`config.mk`:
```
export PLATFORM = sky130hd
export DESIGN_NAME = tdec3_top
export DESIGN_NICKNAME = d
export VERILOG_FILES = /design/src/rtl/tdec_pkg.sv /design/src/rtl/tdec_trit_split.sv /design/src/rtl/tdec_line_terms.sv /design/src/rtl/tdec_out_pack.sv /design/src/rtl/tdec3_top.sv
export SDC_FILE = /design/constraint.sdc
export NUM_CORES = 1
export LEC_CHECK = 0
export BUFFER_PORTS_ARGS = -buffer_cell sky130_fd_sc_hd__buf_2
export CAP_MARGIN = 20
export CORE_MARGIN = 3
export CORE_UTILIZATION = 45
export DETAILED_ROUTE_END_ITERATION = 8
export PLACE_DENSITY_LB_ADDON = 0.12
export SYNTH_ARGS = -nofsm -noshare
export SYNTH_HDL_FRONTEND = slang
export SYNTH_SLANG_ARGS = --single-unit
```
`constraint.sdc`:
```
create_clock -name clk -period 3.15 [get_ports clk]
set_input_delay 0.63 -clock clk [delete_from_list [all_inputs] [get_ports clk]]
set_output_delay 0.63 -clock clk [all_outputs]
set_load 0.05 [all_outputs]
```
`src/rtl/tdec_pkg.sv`:
```
// Package: shared codes and the balanced-ternary digit helper for the decoder.
// Assumes two-bit digit codes: 11 = -1, 00 = 0, 01 = +1, 10 = illegal.
package tdec_pkg;
    localparam logic [1:0] TR_NEG  = 2'b11;
    localparam logic [1:0] TR_ZERO = 2'b00;
    localparam logic [1:0] TR_POS  = 2'b01;
    localparam logic [1:0] TR_BAD  = 2'b10;

    // Returns balanced-ternary digit at position pos of a non-negative value.
    function automatic int bt_digit(input int value, input int pos);
        int v;
        int d;
        v = value;
        d = 0;
        for (int j = 0; j <= pos; j++) begin
            d = v % 3;
            if (d == 2) begin
                d = -1;
                v = (v + 1) / 3;
            end else begin
                v = v / 3;
            end
        end
        return d;
    endfunction
endpackage

```
`src/rtl/tdec_trit_split.sv`:
```
// Module: splits each two-bit digit code into one-hot flags (neg, zero, pos, bad).
// Assumes the code points of tdec_pkg; exactly one flag is high per digit.
module tdec_trit_split #(
    parameter int N = 3
) (
    input  logic [2*N-1:0] code_i,
    output logic [N-1:0]   neg_o,
    output logic [N-1:0]   zer_o,
    output logic [N-1:0]   pos_o,
    output logic [N-1:0]   bad_o
);
    import tdec_pkg::*;

    for (genvar i = 0; i < N; i++) begin : g_digit
        logic [1:0] c;
        assign c = code_i[2*i +: 2];
        // Decode one digit code into its flag.
        always_comb begin
            neg_o[i] = (c == TR_NEG);
            zer_o[i] = (c == TR_ZERO);
            pos_o[i] = (c == TR_POS);
            bad_o[i] = (c == TR_BAD);
        end
    end
endmodule

```
`src/rtl/tdec_line_terms.sv`:
```
// Module: builds, for each output line k, the positive term (input == +k) and the
// mirrored negative term (input == -k) as ANDs of one flag per digit.
// Assumes flags come from tdec_trit_split; line 0 has no negative term.
module tdec_line_terms #(
    parameter int N = 3,
    parameter int L = 14
) (
    input  logic [N-1:0] neg_i,
    input  logic [N-1:0] zer_i,
    input  logic [N-1:0] pos_i,
    output logic [L-1:0] hit_pos_o,
    output logic [L-1:0] hit_neg_o
);
    import tdec_pkg::*;

    for (genvar k = 0; k < L; k++) begin : g_line
        logic [N-1:0] sel_p;
        logic [N-1:0] sel_n;
        for (genvar i = 0; i < N; i++) begin : g_sel
            localparam int D = bt_digit(k, i);
            if (D > 0) begin : g_p
                assign sel_p[i] = pos_i[i];
                assign sel_n[i] = neg_i[i];
            end else if (D < 0) begin : g_n
                assign sel_p[i] = neg_i[i];
                assign sel_n[i] = pos_i[i];
            end else begin : g_z
                assign sel_p[i] = zer_i[i];
                assign sel_n[i] = zer_i[i];
            end
        end
        assign hit_pos_o[k] = &sel_p;
        if (k == 0) begin : g_zero_line
            assign hit_neg_o[k] = 1'b0;
        end else begin : g_signed_line
            assign hit_neg_o[k] = &sel_n;
        end
    end
endmodule

```
`src/rtl/tdec_out_pack.sv`:
```
// Module: packs line hits into two-bit digit codes, blanks them on an illegal input,
// and registers the result. Synchronous active-low reset clears all outputs.
module tdec_out_pack #(
    parameter int L = 14
) (
    input  logic           clk,
    input  logic           rst_n,
    input  logic [L-1:0]   hit_pos_i,
    input  logic [L-1:0]   hit_neg_i,
    input  logic           bad_i,
    output logic [2*L-1:0] lines_o,
    output logic           err_o
);
    import tdec_pkg::*;

    logic [2*L-1:0] lines_d;

    // Form the next line codes; an illegal input forces every line to zero.
    always_comb begin
        for (int k = 0; k < L; k++) begin
            if (bad_i)             lines_d[2*k +: 2] = TR_ZERO;
            else if (hit_neg_i[k]) lines_d[2*k +: 2] = TR_NEG;
            else if (hit_pos_i[k]) lines_d[2*k +: 2] = TR_POS;
            else                   lines_d[2*k +: 2] = TR_ZERO;
        end
    end

    // Output register with synchronous active-low reset.
    always_ff @(posedge clk) begin
        if (!rst_n) begin
            lines_o <= '0;
            err_o   <= 1'b0;
        end else begin
            lines_o <= lines_d;
            err_o   <= bad_i;
        end
    end
endmodule

```
`src/rtl/tdec3_top.sv`:
```
// Module: balanced-ternary magnitude-line decoder top. Selects line |value| and drives
// it with the sign of the value; one register stage on the outputs.
// Assumes N input digits; L = (3^N + 1) / 2 lines.
module tdec3_top #(
    parameter int N = 3,
    parameter int L = (3**N + 1) / 2
) (
    input  logic           clk,
    input  logic           rst_n,
    input  logic [2*N-1:0] trits_i,
    output logic [2*L-1:0] lines_o,
    output logic           err_o
);
    logic [N-1:0] neg;
    logic [N-1:0] zer;
    logic [N-1:0] pos;
    logic [N-1:0] bad;
    logic [L-1:0] hit_pos;
    logic [L-1:0] hit_neg;

    tdec_trit_split #(.N(N)) split_i (
        .code_i (trits_i),
        .neg_o  (neg),
        .zer_o  (zer),
        .pos_o  (pos),
        .bad_o  (bad)
    );

    tdec_line_terms #(.N(N), .L(L)) terms_i (
        .neg_i     (neg),
        .zer_i     (zer),
        .pos_i     (pos),
        .hit_pos_o (hit_pos),
        .hit_neg_o (hit_neg)
    );

    tdec_out_pack #(.L(L)) pack_i (
        .clk       (clk),
        .rst_n     (rst_n),
        .hit_pos_i (hit_pos),
        .hit_neg_i (hit_neg),
        .bad_i     (|bad),
        .lines_o   (lines_o),
        .err_o     (err_o)
    );
endmodule

```
==> summary.md <==
| Metric | Value |
|---|---|
| Largest cells by area after synthesis | `dfxtp_1 56%, nor3_1 5.5%, or3b_2 2.6%, xor2_1 2.6%, nor4_2 2.5%` |
| Most frequent cells in the layout | `35 x buf_2, 28 x dfxtp_1, 11 x nor3_1, 4 x a21oi_1` |
| FF+latch count, synth | `28` |
| H-tree Lvls | `1` |
| Clk slew on worst S/H paths | `0.14 ns` |
| Cell Area, Synth | `1010 sq um` |
| # clock sinks | `28` |
| Largest delay share family, worst path | `flip-flops` |
| Cell area power density | `536 nW/um^2` |
| Setup CP Type | `flop to output port` |
| Syn Nets | `103` |
| Final WS setup | `1.60 ns` |
| Total number of vias | `744` |
| Min Tclk post-route | `1.55 ns` |
| Initial DRC count | `21` |
| Fmax | `647 MHz` |
| Outcome | `completed` |
| Vias in the first global route | `612` |
| Largest net degree at the start of global routing | `20` |
| Root buffer cell | `clkbuf_4` |
| Diode count | `0` |
| Reg area | `561 sq um` |
| Peak supply drop | `266 uV` |
| CTS tree | `yes` |
| Port bufs | `35` |
| Global route total overflow | `0` |
| Final core utilization | `59.3%` |
| Die area | `2840 sq um` |
| CP Launch Type | `flop` |
| Slew Viols, Final | `0` |
| Synthesis Warnings | `0` |
| Share of cells above drive strength 1 | `39.2%` |
| Drt wl/cell | `11.8 um` |
| Drt first pass iters | `4` |
| CP Capture Type | `output port` |
| IO Count | `37` |
| Die W | `53.3 um` |
| Post-CTS Resized | `0` |
| Hold Fails Final Rpt | `0` |
| Post-synth top area share | `55.7%` |
| Crit-path max cell delay | `0.35 ns` |
| All-Layer GR Usage | `13.4%` |
| Critical-path cell list | `buf_2` |
| Inserted Clock Buffers | `3` |
| Hold slack | `0.598 ns` |
| RSZ-0062 raised after global routing | `no` |
| Clock Path Buffers | `2` |
| Fin nets | `134` |
| Initial antenna violation count | `0` |
| Post-Route WL | `1800 um` |
| Detailed-route DRC error count | `0` |
| Fillers | `190` |
| Postcts setup bufs | `0` |
| Pwr Total | `648 uW` |
| Worst path required time | `2.52 ns` |
| Die height | `53.3 um` |
| Cell Rows | `16` |
| Crit path DAT | `0.92 ns` |
| Most common cell after layout, fill and taps aside | `buf_2` |
| Met3 usage | `2.82%` |
| CP Max Fanout | `1` |
| CTS hold repair buffers | `0` |
| Crit path max-delay cell type | `dfxtp_1` |
| Post-place setup slack | `1.39 ns` |
| Post-DP HPWL | `1290 um` |
| Worst min path class | `input pin to flop` |
| Max-cap violations | `0` |
| Synth Instances | `95` |
| Buf+Inv Stages, Crit Path | `1` |
| Core box area | `2040 sq um` |
| Initial core utilization | `49.3%` |
| Grt peak-use layer | `met2` |
| Final Setup Violations | `0` |
| Placer Congestion | `0.756` |
| Syn-to-layout area delta | `20.3%` |
| Via density | `4.89` |
| Global-route wire length before repair | `2770 um` |
| Met2 usage | `21.0%` |
| Setup TNS | `0 ns` |
| Area leader, netlist | `dfxtp_1` |
| Met1 usage | `17.4%` |
| Area of the multi-input gates | `377 sq um` |
| Register area share after synthesis | `55.7%` |
| Final period util | `49.1%` |
| Final antenna-violating net count | `0` |
| P_leak | `0.000532 uW` |
| Synth Area per Inst | `10.6 sq um` |
| Cell variety after synth | `29` |
-- flip-flops by register name, indices dropped and copies added (netlist names) --
| name | flops |
|---|---|
| pack_i.err_o | 1 |
| pack_i.lines_o | 27 |
-- cells in the mapped netlist (all sizes together) --
cell type   n
nor4        4
a21oi       4
nand3       3
nand2b      2
or3b        4
nand4       2
buf         7
or2         1
conb        1
nor2        3
dfxtp      28
nand3b      3
nor3       13
nand2       3
inv         3
o31a        1
nand4bb     1
nor2b       3
clkbuf      2
or3         1
nor3b       3
xor2        3
-- path summary, 6_finish.rpt --
path / start / end / depth (start not counted)
hold / removal: rst_n / pack_i.err_o / 2
setup / recovery: pack_i.lines_o[20] / lines_o[20] / 1
-- final cells by class --
cell class	instances	share of cell area, %
Clock inverter	1	2.48
Clock buffer	3	1.86
Tap cell	27	2.79
Sequential cell	28	46.3
Multi-Input combinational cell	55	31.1
Inverter	3	0.931
Timing Repair Buffer	35	14.5
-- power breakdown --
part	internal [uW]	leakage (uW)	switching (uW)
clock network	129	0.0000279	96.4
logic	17.5	0.000278	46.9
registers	358	0.000226	0.830
total	504	0.000532	144
-- through the flow --
stage | cell area (sq um) | std cells
4_1_cts | 1210 | 152
6_report | 1210 | 152
3_5_place_dp | 1160 | 148
2_1_floorplan | 1010 | 95
5_1_grt | 1210 | 152
3_3_place_gp | 1160 | 148
-- metal layers --
metal | part of all wire [%] | vias up
met3 | 8.2 | 2
met2 | 44 | 28
li1 | - | 386
met1 | 47 | 328
met4 | 1.0 | 0
met5 | 0 | -
-- logic make-up after synthesis --
logic type             count (synthesis)  share of synthesized area, %
AND/OR/NAND/NOR                       46                          31.6
flip-flops                            28                          55.7
buffers and inverters                 12                          6.84
AO/OA/AOI/OAI                          5                          2.86
XOR/XNOR                               3                          2.61
other                                  1                         0.373
No activity file was read; power rests on OpenSTA's default activity.
